--- config.mk ---
export PLATFORM = sky130hd
export DESIGN_NAME = hb_deadtime_ctrl
export DESIGN_NICKNAME = d
export VERILOG_FILES = /design/src/rtl/hbdt_pkg.sv /design/src/rtl/hbdt_len.sv /design/src/rtl/hbdt_timer.sv /design/src/rtl/hbdt_chan.sv /design/src/rtl/hb_deadtime_ctrl.sv
export SDC_FILE = /design/constraint.sdc
export NUM_CORES = 1
export LEC_CHECK = 0
export CORE_UTILIZATION = 57
export DETAILED_ROUTE_END_ITERATION = 16
export PLACE_DENSITY_LB_ADDON = 0.25
export SKIP_LAST_GASP = 1
export SYNTH_ARGS = -nofsm -noshare
export SYNTH_HDL_FRONTEND = slang
export SYNTH_HIERARCHICAL = 1
export SYNTH_SLANG_ARGS = --single-unit
--- constraint.sdc ---
create_clock -name clk -period 5.3 [get_ports clk]
set_clock_uncertainty 0.1 [all_clocks]
set_input_delay 1.06 -clock clk [delete_from_list [all_inputs] [get_ports clk]]
set_output_delay 1.06 -clock clk [all_outputs]
set_load 0.01 [all_outputs]
--- src/rtl/hbdt_pkg.sv ---
package hbdt_pkg;
  typedef enum logic [2:0] {
    ST_IDLE  = 3'd0,
    ST_HI    = 3'd1,
    ST_LO    = 3'd2,
    ST_DEAD  = 3'd3,
    ST_FAULT = 3'd4,
    ST_PROT  = 3'd5
  } hb_state_e;
endpackage

--- src/rtl/hbdt_len.sv ---
// Converts the setting code into (deadtime length - 1), clamped to the ceiling.
module hbdt_len #(
  parameter int MIN_DT = 40,
  parameter int MAX_DT = 500,
  parameter int CODE_W = 9,
  parameter int CNT_W  = 9
) (
  input  logic [CODE_W-1:0] code,
  output logic [CNT_W-1:0]  len_m1
);
  localparam int SUM_W = ((CODE_W > CNT_W) ? CODE_W : CNT_W) + 1;
  localparam logic [SUM_W-1:0] MIN_S = SUM_W'(MIN_DT);
  localparam logic [SUM_W-1:0] MAX_S = SUM_W'(MAX_DT);

  logic [SUM_W-1:0] sum;
  logic [SUM_W-1:0] clamped;

  always_comb begin
    sum     = MIN_S + SUM_W'(code);
    clamped = (sum > MAX_S) ? MAX_S : sum;
    len_m1  = CNT_W'(clamped - SUM_W'(1));
  end
endmodule

--- src/rtl/hbdt_timer.sv ---
// Shared down-counter for both transition directions.
module hbdt_timer #(
  parameter int MAX_DT = 500,
  parameter int CNT_W  = 9
) (
  input  logic             clk,
  input  logic             rst_n,
  input  logic             load,
  input  logic [CNT_W-1:0] load_val,
  output logic             done,
  output logic             busy_next
);
  localparam logic [CNT_W-1:0] RST_VAL = CNT_W'(MAX_DT - 1);

  logic [CNT_W-1:0] cnt_q;
  logic [CNT_W-1:0] cnt_d;
  logic             cnt_en;

  always_comb begin
    cnt_d  = cnt_q;
    cnt_en = load || (cnt_q != '0);
    if (load)
      cnt_d = load_val;
    else if (cnt_q != '0)
      cnt_d = cnt_q - CNT_W'(1);
  end

  always_ff @(posedge clk or negedge rst_n) begin
    if (!rst_n)
      cnt_q <= RST_VAL;
    else if (cnt_en)
      cnt_q <= cnt_d;
  end

  assign done      = (cnt_q == '0);
  assign busy_next = (cnt_d != '0);
endmodule

--- src/rtl/hbdt_chan.sv ---
// One gate channel: turn-on qualification, arming after faults, gate register.
module hbdt_chan (
  input  logic clk,
  input  logic rst_n,
  input  logic cmd_own,
  input  logic cmd_other,
  input  logic ok,
  input  logic done,
  input  logic gate_other_q,
  output logic gate_q,
  output logic gate_d,
  output logic drop
);
  logic arm_q;
  logic arm_d;

  always_comb begin
    arm_d  = ok && (arm_q || (done && !cmd_own));
    gate_d = ok && arm_q && cmd_own && !cmd_other &&
             (gate_q || (done && !gate_other_q));
    drop   = gate_q && !gate_d;
  end

  always_ff @(posedge clk or negedge rst_n) begin
    if (!rst_n) begin
      arm_q  <= 1'b0;
      gate_q <= 1'b0;
    end else begin
      arm_q  <= arm_d;
      gate_q <= gate_d;
    end
  end
endmodule

--- src/rtl/hb_deadtime_ctrl.sv ---
module hb_deadtime_ctrl #(
  parameter int MIN_DT = 40,
  parameter int MAX_DT = 500,
  parameter int CODE_W = 9
) (
  input  logic              clk,
  input  logic              rst_n,
  input  logic              cmd_hi,
  input  logic              cmd_lo,
  input  logic [CODE_W-1:0] dt_code,
  input  logic              cfg_ok,
  input  logic              logic_uv,
  input  logic              float_uv,
  output logic              gate_hi,
  output logic              gate_lo,
  output logic [2:0]        status
);
  import hbdt_pkg::*;

  localparam int CNT_W = $clog2(MAX_DT + 1);
  localparam int NCH   = 2; // index 0 high side, 1 low side

  logic [CNT_W-1:0] len_m1;
  logic             done;
  logic             busy_next;
  logic             ok_lo;
  logic             ok_hi;
  logic             load;
  logic [NCH-1:0]   cmd_v;
  logic [NCH-1:0]   ok_v;
  logic [NCH-1:0]   gate_v;
  logic [NCH-1:0]   gate_dv;
  logic [NCH-1:0]   drop_v;
  hb_state_e        st_q;
  hb_state_e        st_d;

  assign ok_lo = cfg_ok && !logic_uv;
  assign ok_hi = ok_lo && !float_uv;
  assign cmd_v = {cmd_lo, cmd_hi};
  assign ok_v  = {ok_lo, ok_hi};
  assign load  = !ok_lo || (|drop_v);

  hbdt_len #(.MIN_DT(MIN_DT), .MAX_DT(MAX_DT), .CODE_W(CODE_W), .CNT_W(CNT_W)) u_len (
    .code   (dt_code),
    .len_m1 (len_m1)
  );

  hbdt_timer #(.MAX_DT(MAX_DT), .CNT_W(CNT_W)) u_tmr (
    .clk       (clk),
    .rst_n     (rst_n),
    .load      (load),
    .load_val  (len_m1),
    .done      (done),
    .busy_next (busy_next)
  );

  for (genvar i = 0; i < NCH; i++) begin : g_ch
    hbdt_chan u_ch (
      .clk          (clk),
      .rst_n        (rst_n),
      .cmd_own      (cmd_v[i]),
      .cmd_other    (cmd_v[NCH-1-i]),
      .ok           (ok_v[i]),
      .done         (done),
      .gate_other_q (gate_v[NCH-1-i]),
      .gate_q       (gate_v[i]),
      .gate_d       (gate_dv[i]),
      .drop         (drop_v[i])
    );
  end

  always_comb begin
    if (!cfg_ok)        st_d = ST_PROT;
    else if (logic_uv)  st_d = ST_FAULT;
    else if (gate_dv[0]) st_d = ST_HI;
    else if (gate_dv[1]) st_d = ST_LO;
    else if (float_uv)  st_d = ST_FAULT;
    else if (busy_next) st_d = ST_DEAD;
    else                st_d = ST_IDLE;
  end

  always_ff @(posedge clk or negedge rst_n) begin
    if (!rst_n) st_q <= ST_DEAD;
    else        st_q <= st_d;
  end

  assign gate_hi = gate_v[0];
  assign gate_lo = gate_v[1];
  assign status  = st_q;
endmodule

Word level (Yosys, flattened, before mapping)
Index checks and enable logic that the tools add are counted.
{"block": "op_classes", "n_reduce_logical": 37, "magnitude_cmp": 1, "addsub": 3, "n_mux": 9}
{"cell": "$mux W9", "count": 3}
{"cell": "$logic_and A1 B1 Y1", "count": 18}
{"cell": "$reduce_bool A9 Y1", "count": 2}
{"cell": "$sub A9 B1 Y9 const B", "count": 2}
{"cell": "$mux W3", "count": 5}
{"cell": "$add A6 B9 Y10 const A", "count": 1}
{"cell": "$gt A10 B9 Y1 const B", "count": 1}
{"cell": "$logic_not A1 Y1", "count": 9}
{"cell": "$logic_not A9 Y1", "count": 1}
{"cell": "$logic_or A1 B1 Y1", "count": 6}
{"cell": "$mux W2", "count": 1}
{"cell": "$reduce_or A2 Y1", "count": 1}
{"block": "word_totals", "register_bits": 16, "inputBits": 16, "output_inout_bits": 5, "word_cells": 56}

Longest topological paths before layout
{"block": "logic_depth", "depth_word": 19, "mapped_depth": 13, "mapped_depth_nobuf": 12}

Cells and area by module
The synthesis kept the hierarchy.
{"module": "hbdt_timer", "cells_per_inst": 72, "seq_area_each_um2": 234.0, "area_each_um2": 661.9, "n_inst": 1}
{"module": "hbdt_len", "cells_per_inst": 42, "seq_area_each_um2": 0.0, "area_each_um2": 284.0, "n_inst": 1}
{"module": "hbdt_chan", "cells_per_inst": 9, "seq_area_each_um2": 50.0, "area_each_um2": 93.8, "n_inst": 2}
{"module": "hb_deadtime_ctrl", "cells_per_inst": 14, "seq_area_each_um2": 77.6, "area_each_um2": 148.9, "n_inst": 1}

Worst setup path after synthesis
No wires, ideal clock.
{"block": "synth_timing", "path_kind": "in2reg", "startpoint": "input logic_uv", "endpoint": "register st_q[0] (netlist: status[0])", "path_buffers": 1, "t_arrival_ns": 3.563, "cell_stages": 11, "slack_ns": 1.546, "cell_sequence": "nand2b_4 > nor2_1 > nand4b_1 > and2_1 > or3_1 > buf_2 > o31a_1 > or4_1 > or4_1 > nand2b_1 > o311ai_1"}
{"block": "synth_between", "elab_chain_len": 19, "elab_cells_between_ends": 26, "classes_between": "7 x mux; 19 x reduce/logical"}
{"element": "start, declared", "line_no": "hb_deadtime_ctrl.sv:12", "text": "input logic logic_uv,"}
{"element": "$logic_not A1 Y1", "line_no": "hb_deadtime_ctrl.sv:37", "text": "assign ok_lo = cfg_ok && !logic_uv;"}
{"element": "$logic_and A1 B1 Y1", "line_no": "hb_deadtime_ctrl.sv:37"}
{"element": "$logic_and A1 B1 Y1", "line_no": "hb_deadtime_ctrl.sv:38", "text": "assign ok_hi = ok_lo && !float_uv;"}
{"element": "net ok_hi", "line_no": "hb_deadtime_ctrl.sv:27", "text": "logic ok_hi;"}
{"element": "$logic_and A1 B1 Y1 (4 in a row)", "line_no": "hbdt_chan.sv:19", "text": "gate_d = ok && arm_q && cmd_own && !cmd_other &&"}
{"element": "$logic_not A1 Y1", "line_no": "hbdt_chan.sv:21", "text": "drop = gate_q && !gate_d;"}
{"element": "$logic_and A1 B1 Y1", "line_no": "hbdt_chan.sv:21"}
{"element": "net drop_v[0]", "line_no": "hb_deadtime_ctrl.sv:33", "text": "logic [NCH-1:0] drop_v;"}
{"element": "(+2 left out)"}
{"element": "net load", "line_no": "hb_deadtime_ctrl.sv:28", "text": "logic load;"}
{"element": "(+2 left out)"}
{"element": "net busy_next", "line_no": "hb_deadtime_ctrl.sv:25", "text": "logic busy_next;"}
{"element": "$mux W2", "line_no": "hb_deadtime_ctrl.sv:78", "text": "else if (busy_next) st_d = ST_DEAD;"}
{"element": "$mux W3", "line_no": "hb_deadtime_ctrl.sv:77", "text": "else if (float_uv) st_d = ST_FAULT;"}
{"element": "$mux W3", "line_no": "hb_deadtime_ctrl.sv:76", "text": "else if (gate_dv[1]) st_d = ST_LO;"}
{"element": "$mux W3", "line_no": "hb_deadtime_ctrl.sv:75", "text": "else if (gate_dv[0]) st_d = ST_HI;"}
{"element": "$mux W3", "line_no": "hb_deadtime_ctrl.sv:74", "text": "else if (logic_uv) st_d = ST_FAULT;"}
{"element": "$mux W3", "line_no": "hb_deadtime_ctrl.sv:73", "text": "if (!cfg_ok) st_d = ST_PROT;"}
{"element": "net st_d[0]", "line_no": "hb_deadtime_ctrl.sv:35", "text": "hb_state_e st_d;"}
{"element": "end signal, assigned", "line_no": "hb_deadtime_ctrl.sv:84", "text": "else st_q <= st_d;"}
{"element": "end, declared", "line_no": "hb_deadtime_ctrl.sv:34", "text": "hb_state_e st_q;"}
The timed path passes the listed nets, and every way through them passes these cells.
A chain may end at the register's enable or synchronous reset.

Worst setup path in the final report
{"block": "layout_timing", "startpoint": "input logic_uv", "endpoint": "register st_q[1] (netlist: status[1])"}
The elaborated chain is that of the path after synthesis.

==> impl_metrics.csv <==
group,metric,value,unit
run_status,status,"complete, no violations",
yosys,avgSynthCellArea,8.78,µm²
yosys,yosysWarnings,6,
floorplan,initial_core_util,62.8,%
cts,cts_resized,0,
timing,worstMarginPinSlew,0.701,ns
global_route,grt_max_degree,23,
detailed_routing,postRouteAntennaNets,0,
floorplan,fp-row-count,16,
floorplan,die_width,49.4,µm
cts,post_cts_buffers,0,
pwr,vdd_drop_max,210,µV
layout,fin_nets,186,
yosys,synthArstFlopShare,100,%
cts,numCtsBuffers,3,
detailed_routing,drt-total-wl,2.86,mm
layout,fillers,155,
yosys,netlist_instances,146,
layout,utilization,74.6,%
worst_setup_path,cp-end-kind,"flip-flop",
timing,max_freq,0.237,GHz
cts,cts-root-buf,"clkbuf_4",
layout,diodes,0,
yosys,synth_nets,164,
yosys,syn_area,1280,µm²
cts,hold_buffers,0,
placement,placed_area,1500,µm²
yosys,synth_top_cell_by_area,"dfstp_2",
floorplan,die-area,2440,µm²
global_route,grt_pass1_vias,1123,
yosys,synth.top_cells.by_area,"dfstp_2 18%, dfrtp_1 14%, xnor2_1 4.8%",
placement,place_congestion,0.918,
cts,clock-sinks,16,
cts,cts_tree,"yes",
global_route,grt_antenna_before_repair,0,
timing,finalSetupViolCount,0,
layout,regArea,412,µm²
yosys,synth_top_area_share,18.4,%
global_route,grt_pass1_wl,4.90,mm
yosys,synth_cell_types,52,
layout,drive_above_1_share,12.6,%
global_route,track_usage,26.1,%
floorplan,fp.dieH,49.4,µm
worst_hold_path,hp-class,"reg -> reg",
timing,post-route-period-util,79.6,%
yosys,ys_seq_area_share,32.1,%
yosys,synthFlopType,"dfstp_2",
cts,insertion_delay,0.29,ns
detailed_routing,vias,1153,
placement,post-place-cells,190,
layout,multi_input_area,806,µm²
cts,clock_path_buffers,2,
pwr,power.leakage,0.587,nW
timing,finalHoldViolations,0,
pwr,powerDensity,207,nW/µm²
layout,fin_cells,194,
floorplan,coreArea,2040,µm²
worst_setup_path,cp_data_arrival_time,4.32,ns
worst_setup_path,required,5.40,ns
detailed_routing,drt_iter0_drc,29,
yosys,ys_ff_latch,16,
worst_setup_path,crit_path_max_fanout,22,
job,maxCapViolations,0,
cts,cts.clk_slew.worst_paths,0.09,ns
yosys,synth_most_common_cell,"inv_1",
worst_setup_path,path_class,"in -> reg",
placement,hpwl,2.25,mm
detailed_routing,drt_pass1_iterations,4,
global_route,overflow,0,
timing,setup_tns,0,ns
yosys,synth_commonest_cells,"12 x inv_1, 9 x dfstp_2, 9 x nand2_1, 9 x o21ai_0, 8 x nand2b_1",
floorplan,ioPinCount,21,
timing,grt_setup_unrepaired,"false",
detailed_routing,avgRoutedWirePerCell,14.8,µm
timing,fin_crit,4.22,ns
detailed_routing,drc,0,
detailed_routing,vias_per_cell,5.94,
cts,h-tree-depth,1,
yosys,synth_edf_count,0,
placement,io_buffers,20,
worst_setup_path,start_kind,"primary input",
layout,area_delta_synth_final,18.7,%
timing,slew_viol_final,0,
timing,slew_headroom,53.1,%
layout,stdcell_area,1520,µm²
cells by family after synthesis:
logic type,after synthesis,share of synthesized area [%]
buf+inv,15,5.07
compound gates,37,20.4
xor+xnor,10,6.83
fa+ha+maj,2,1.95
mux,1,0.781
simple gates,65,32.9
flops,16,32.1
cell usage in the layout, fill, tap and decap left out, types with 2 or more instances in the layout:
cell type / instances
nand2_1: 9
o21a_1: 3
a211oi_1: 2
xnor2_1: 7
nand2b_1: 8
dfstp_2: 9
inv_1: 12
clkdlybuf4s50_1: 20
nor2b_1: 4
a311oi_1: 2
nand4b_1: 2
clkbuf_4: 3
and2_1: 2
dfrtp_1: 7
and3_1: 3
o21ai_0: 9
o311ai_1: 2
nor3_1: 5
ha_1: 2
nand3_1: 5
a21o_1: 2
nor2_1: 5
a21oi_1: 5
or4_1: 5
o2111ai_1: 3
xor2_1: 3
or3_1: 3
flip-flops by register name, summed over array words and instances, names as in the netlist:
signal / count
g_ch.u_ch/arm_q: 2
g_ch.u_ch/gate_q: 2
status: 3
u_tmr/cnt_q: 9
critical path, stage by stage:
cell             delay, ns
clkdlybuf4s50_1       0.44
nand2b_4              0.17
nor2_1                0.14
nand4b_1              0.13
and2_1                0.17
or3_1                 0.63
o31a_1                0.40
or4_1                 0.51
or4_1                 0.47
nand2b_1              0.11
a211oi_1              0.08
final cells by class:
cell class                 instances  area share, %
clock buffer                       4           1.73
sequential                        16           27.0
tap                               27           2.22
inverter                          12           2.96
timing repair buffer              20           13.1
multi-input combinational        115           52.9
stage by stage:
step | total power, mW | hold slack [ns] | setup WS (ns)
after global routing | 0.334 | 0.436 | 0.881
after CTS | 0.315 | 0.405 | 1.10
after global placement | 0.244 | 0.377 | 0.869
after detailed placement | 0.248 | 0.384 | 0.793
final | 0.314 | 0.401 | 1.08
after floorplan | 0.214 | 0.364 | 1.55
power breakdown:
part / switching (mW) / total (mW) / internal, mW / leakage [nW]
Sequential: 0.0174 / 0.157 / 0.139 / 0.184
Clock: 0.0371 / 0.0664 / 0.0292 / 0.0150
Combinational: 0.0464 / 0.0913 / 0.0449 / 0.388
routing by layer:
metal / wire, µm / GRT usage (%) / vias up
li1: - / - / 583
met1: 1330 / 31.8 / 544
met2: 1440 / 46.1 / 22
met3: 76 / 6.23 / 4
met4: 17 / 6.19 / 0
met5: 0 / 0 / -
path summary, 6_finish.rpt:
check	end	cells after the start	slack, ns	from
max reg2reg	status[1]$_DFF_PN1_	8	2.23	g_ch[1].u_ch/arm_q$_DFF_PN0_
min	g_ch[1].u_ch/arm_q$_DFF_PN0_	1	0.40	g_ch[1].u_ch/arm_q$_DFF_PN0_
min reg2reg	g_ch[1].u_ch/arm_q$_DFF_PN0_	1	0.40	g_ch[1].u_ch/arm_q$_DFF_PN0_
max	status[1]$_DFF_PN1_	11	1.08	logic_uv
max in group asynchronous	u_tmr/cnt_q[3]$_DFFE_PN0P_	1	3.56	rst_n
min in group asynchronous	g_ch[0].u_ch/arm_q$_DFF_PN0_	1	1.09	rst_n
(Power assumes the default switching activity.)
